--- src/rtl/sk_pkg.sv ---
package sk_pkg;

    localparam int NUM_OPS = 7;
    localparam int CYC_W   = 2;

    localparam int OP_SKIP  = 0;
    localparam int OP_TBL   = 1;
    localparam int OP_RET   = 2;
    localparam int OP_RETS  = 3;
    localparam int OP_TOPEN = 4;
    localparam int OP_LONG  = 5;
    localparam int OP_PLAIN = 6;

    // operations that occupy two cycles when executed
    localparam logic [NUM_OPS-1:0] LONG_MASK =
        (NUM_OPS'(1) << OP_TBL) | (NUM_OPS'(1) << OP_RET) |
        (NUM_OPS'(1) << OP_RETS) | (NUM_OPS'(1) << OP_LONG);

    // operations that collapse to one cycle when squashed
    localparam logic [NUM_OPS-1:0] SHRINK_MASK =
        (NUM_OPS'(1) << OP_TBL) | (NUM_OPS'(1) << OP_RET) |
        (NUM_OPS'(1) << OP_RETS);

    localparam logic [CYC_W-1:0] CYC_ONE = CYC_W'(1);
    localparam logic [CYC_W-1:0] CYC_TWO = CYC_W'(2);

    typedef enum logic {
        ST_READY = 1'b0,
        ST_HOLD  = 1'b1
    } sk_state_e;

endpackage

--- src/rtl/sk_cycle_calc.sv ---
module sk_cycle_calc
    import sk_pkg::*;
(
    input  logic [NUM_OPS-1:0] op,
    input  logic               squash,
    output logic [CYC_W-1:0]   cycles
);

    logic [NUM_OPS-1:0] is_long;
    logic [NUM_OPS-1:0] is_shrink;

    for (genvar g = 0; g < NUM_OPS; g++) begin : g_op
        assign is_long[g]   = op[g] & LONG_MASK[g];
        assign is_shrink[g] = op[g] & SHRINK_MASK[g];
    end

    always_comb begin
        if (squash && (|is_shrink)) begin
            cycles = CYC_ONE;
        end else if (|is_long) begin
            cycles = CYC_TWO;
        end else begin
            cycles = CYC_ONE;
        end
    end

endmodule

--- src/rtl/sk_skip_flag.sv ---
module sk_skip_flag (
    input  logic clk,
    input  logic rst_n,
    input  logic wake,
    input  logic accept,
    input  logic set_req,
    output logic pending
);

    always_ff @(posedge clk or negedge rst_n) begin
        if (!rst_n) begin
            pending <= 1'b0;
        end else if (wake) begin
            pending <= 1'b0;
        end else if (accept) begin
            // a pending skip is consumed by the accepted instruction;
            // only an executed instruction can arm a new one
            pending <= pending ? 1'b0 : set_req;
        end
    end

endmodule

--- src/rtl/sk_topbit_en.sv ---
module sk_topbit_en (
    input  logic clk,
    input  logic rst_n,
    input  logic wake,
    input  logic set_req,
    output logic enable
);

    always_ff @(posedge clk or negedge rst_n) begin
        if (!rst_n) begin
            enable <= 1'b0;
        end else if (wake) begin
            enable <= 1'b0;
        end else if (set_req) begin
            enable <= 1'b1;
        end
    end

endmodule

--- src/rtl/sk_ctrl.sv ---
module sk_ctrl
    import sk_pkg::*;
(
    input  logic               clk,
    input  logic               rst_n,
    input  logic               wake_i,
    input  logic               issue_i,
    input  logic [NUM_OPS-1:0] op_i,
    input  logic               cond_i,
    input  logic               rom_b8_i,
    output logic               ready_o,
    output logic               pc_inc_o,
    output logic               ins_valid_o,
    output logic [CYC_W-1:0]   ins_cycles_o,
    output logic               exec_en_o,
    output logic               cy_we_o,
    output logic               cy_d_o,
    output logic               skip_pending_o,
    output logic               top_en_o
);

    sk_state_e state_q, state_d;
    logic held_valid_q, held_tbl_q;
    logic accept, squash, arm_skip, set_top;
    logic [CYC_W-1:0] cyc;

    assign accept   = issue_i && (state_q == ST_READY);
    assign squash   = skip_pending_o;
    assign arm_skip = (op_i[OP_SKIP] && cond_i) || op_i[OP_RETS];
    assign set_top  = accept && !squash && op_i[OP_TOPEN];

    sk_cycle_calc u_cyc (
        .op     (op_i),
        .squash (squash),
        .cycles (cyc)
    );

    sk_skip_flag u_skip (
        .clk     (clk),
        .rst_n   (rst_n),
        .wake    (wake_i),
        .accept  (accept),
        .set_req (arm_skip),
        .pending (skip_pending_o)
    );

    sk_topbit_en u_top (
        .clk     (clk),
        .rst_n   (rst_n),
        .wake    (wake_i),
        .set_req (set_top),
        .enable  (top_en_o)
    );

    // next-state logic
    always_comb begin
        state_d = state_q;
        unique case (state_q)
            ST_READY: if (accept && cyc == CYC_TWO) state_d = ST_HOLD;
            ST_HOLD:  state_d = ST_READY;
            default:  state_d = ST_READY;
        endcase
        if (wake_i) state_d = ST_READY;
    end

    // state register and per-instruction context
    always_ff @(posedge clk or negedge rst_n) begin
        if (!rst_n) begin
            state_q      <= ST_READY;
            held_valid_q <= 1'b0;
            held_tbl_q   <= 1'b0;
        end else begin
            state_q <= state_d;
            if (accept) begin
                held_valid_q <= !squash;
                held_tbl_q   <= op_i[OP_TBL];
            end
        end
    end

    // outputs
    always_comb begin
        ready_o      = 1'b0;
        pc_inc_o     = 1'b0;
        ins_valid_o  = 1'b0;
        ins_cycles_o = '0;
        exec_en_o    = 1'b0;
        cy_we_o      = 1'b0;
        cy_d_o       = 1'b0;
        unique case (state_q)
            ST_READY: begin
                ready_o = 1'b1;
                if (accept) begin
                    pc_inc_o     = 1'b1;
                    ins_valid_o  = !squash;
                    ins_cycles_o = cyc;
                    exec_en_o    = !squash;
                end
            end
            ST_HOLD: begin
                exec_en_o = held_valid_q;
                if (held_valid_q && held_tbl_q && top_en_o) begin
                    cy_we_o = 1'b1;
                    cy_d_o  = rom_b8_i;
                end
            end
            default: ;
        endcase
    end

endmodule

--- config.mk ---
export PLATFORM = sky130hd
export DESIGN_NAME = sk_ctrl
export DESIGN_NICKNAME = d
export VERILOG_FILES = /design/src/rtl/sk_pkg.sv /design/src/rtl/sk_cycle_calc.sv /design/src/rtl/sk_skip_flag.sv /design/src/rtl/sk_topbit_en.sv /design/src/rtl/sk_ctrl.sv
export SDC_FILE = /design/constraint.sdc
export NUM_CORES = 1
export LEC_CHECK = 0
export CAP_MARGIN = 30
export CORE_AREA = 4 4 41 43
export DETAILED_ROUTE_END_ITERATION = 16
export DIE_AREA = 0 0 45 47
export DONT_BUFFER_PORTS = 1
export GPL_TIMING_DRIVEN = 0
export PLACE_DENSITY = 0.47
export SYNTH_ARGS = -nofsm -noshare
export SYNTH_HDL_FRONTEND = slang
export SYNTH_HIERARCHICAL = 1
export SYNTH_SLANG_ARGS = --single-unit
--- constraint.sdc ---
create_clock -name clk -period 1 [get_ports clk]
set_input_delay 0.15 -clock clk [delete_from_list [all_inputs] [get_ports clk]]
set_output_delay 0.15 -clock clk [all_outputs]
set_load 0.01 [all_outputs]
==> results.json <==
{
  "status": "finished, violations left",
  "violations": "negative setup slack",
  "grt_pass1_vias": 266,
  "crit_chain": "nor3b_4, a21o_1",
  "grtUsageTotal": 0.0825,
  "diodes": 0,
  "grt_overflow": 0,
  "cts.clk_slew.worst_paths_ps": 40,
  "worst-path-buf-inv": 0,
  "layout-drive-gt1-share": 0.457,
  "drt_iter0_drc": 5,
  "timing.hold.ws_ps": 60.6,
  "crit_fanout": 6,
  "synth_seq_area_share": 0.420,
  "initial_core_util": 0.229,
  "cts-root-buf": "clkbuf_4",
  "yosys.cell_types.count": 18,
  "mostFrequentLayoutCells": "3 x and2_4, 3 x a21o_1, 3 x clkbuf_4, 3 x dfrtp_1",
  "hold_violations": 0,
  "cts_made_buffers": 3,
  "syn-num-nets": 41,
  "max_slew_margin": 0.770,
  "antenna_found_initial": 0,
  "worstSetupStartpointType": "register",
  "cap_violations": 0,
  "layout.nets": 49,
  "period_needed_ps": 1330,
  "setup_viol": 11,
  "fill_cells": 148,
  "fin_util": 0.308,
  "syn_avg_cell_area_sq_um": 10.6,
  "port-buffer-count": 0,
  "synth_top_cell_area_share": 0.420,
  "die_area_sq_um": 2120,
  "crit_path_top_delay_cell": "dfrtp_2",
  "via_per_inst": 5.06,
  "final_area_sq_um": 400,
  "clk_path_buf_depth": 2,
  "cts_tree": "yes",
  "slew_viol_final": 0,
  "cts.sinks": 5,
  "power_density_nw_per_um2": 1500,
  "p_leak_uw": 0.000193,
  "ys_top_cells_by_area": "dfrtp_1 42%, and2_1 8.4%, a21o_1 7.6%, mux2_4 5.0%, nor3b_2 4.2%",
  "routedWlPerCell_microns": 13.9,
  "syn_area_sq_um": 298,
  "period_share": 1.33,
  "ys_ff_latch": 5,
  "num_rows": 13,
  "core_sq_um": 1300,
  "cpLargestDelayFamily": "flip-flops",
  "via_count": 253,
  "syn_inst": 28,
  "grt_max_degree": 9,
  "clock_latency_ps": 240,
  "synth_top_area_cell": "dfrtp_1",
  "io_pins": 23,
  "ant_nets": 0,
  "gp_congestion": 0.593,
  "setup_tns_ps": -1820,
  "clock_skew_ps": 1.62,
  "crit_type": "register to output pin",
  "grt_setup_unrepaired": "true",
  "cpPeakStageDelay_ps": 470,
  "die_y_microns": 47,
  "cp.required_ps": 850,
  "drt-pass1-iter-count": 2,
  "worst_slack_ps": -326,
  "place_area_sq_um": 330,
  "grt_first_pass_wirelength_mm": 1.13,
  "drc": 0,
  "worst_pin_slew_ps": 342,
  "yosysWarnings": 6,
  "min_path_type": "input pin to register",
  "dieWidth_microns": 45,
  "max_freq_mhz": 754,
  "area_delta_synth_final_pct": 34.5,
  "ir_drop_mv": 0.490,
  "h-tree-depth": 1,
  "endpoint_kind": "output pin",
  "wl_microns": 696,
  "worstPathArrival_ps": 1180
}
metrics by stage:
step / setup WS [ps] / cells / total power (uW)
3_5_place_dp: -133 / 43 / 348
3_3_place_gp: -135 / 43 / 347
4_1_cts: -353 / 50 / 612
5_1_grt: -407 / 50 / 653
2_1_floorplan: -68.0 / 28 / 331
6_report: -326 / 50 / 599
repair_timing:
item	4_1_cts	5_1_grt
endpoints found under the hold margin	6	0
pin swaps	3	4
hold buffers	2	0
setup endpoints to repair	11	13
resized for setup	5	2
buffers inserted	1	0
where the power goes:
part | internal [uW] | leakage (uW) | switching (uW) | total (uW)
registers | 225 | 0.0000600 | 27.8 | 253
logic | 65.5 | 0.000118 | 51.7 | 117
clock network | 151 | 0.0000150 | 78.6 | 229
path summary, 6_finish.rpt:
check	cells past startpoint	to	slack [ps]	startpoint
hold / removal	1	held_tbl_q	60	op_i[1]
max in group asynchronous	1	state_q	590	rst_n
hold reg to reg	1	held_tbl_q	520	held_tbl_q
min in group asynchronous	1	held_valid_q	200	rst_n
setup / recovery	2	exec_en_o	-330	u_skip/pending
setup reg to reg	2	held_tbl_q	-150	state_q
logic make-up after synthesis:
group,synth area share
compound gates,0.181
buf+inv,0.0252
flops,0.420
mux,0.0504
simple gates,0.324
sequential cells by signal (all words and copies together) (netlist names):
signal	count
state_q	1
u_skip/pending	1
held_tbl_q	1
u_top/enable	1
held_valid_q	1
cell usage after synthesis:
cell and count:
dfrtp_1 5, a21oi_2 1, and3_1 1, and2_1 4, nand2b_1 1, o21bai_1 1
nand3b_1 1, nor2b_2 1, o21ba_1 1, mux2_4 1, or3_4 1, a21oi_1 1
nor3b_2 1, nor4_1 1, nor2_1 1, and4_1 1, inv_1 2, a21o_1 3
cell type report:
type	instances	area [sq um]	area share
inverters	2	10.0	0.0250
clock buffers	4	26.3	0.0656
well taps	15	18.8	0.0469
repair buffers	3	31.3	0.0781
flip-flops and latches	5	128	0.319
multi-input cells	21	186	0.466
metal layers:
| layer | up-vias | global-route usage | share of wire |
|---|---|---|---|
| met5 | - | 0 | 0 |
| met4 | 0 | 0.105 | 0.027 |
| met3 | 2 | 0.0421 | 0.15 |
| met2 | 20 | 0.105 | 0.43 |
| met1 | 117 | 0.0874 | 0.39 |
| li1 | 114 | - | - |
(Power assumes the default switching activity.)
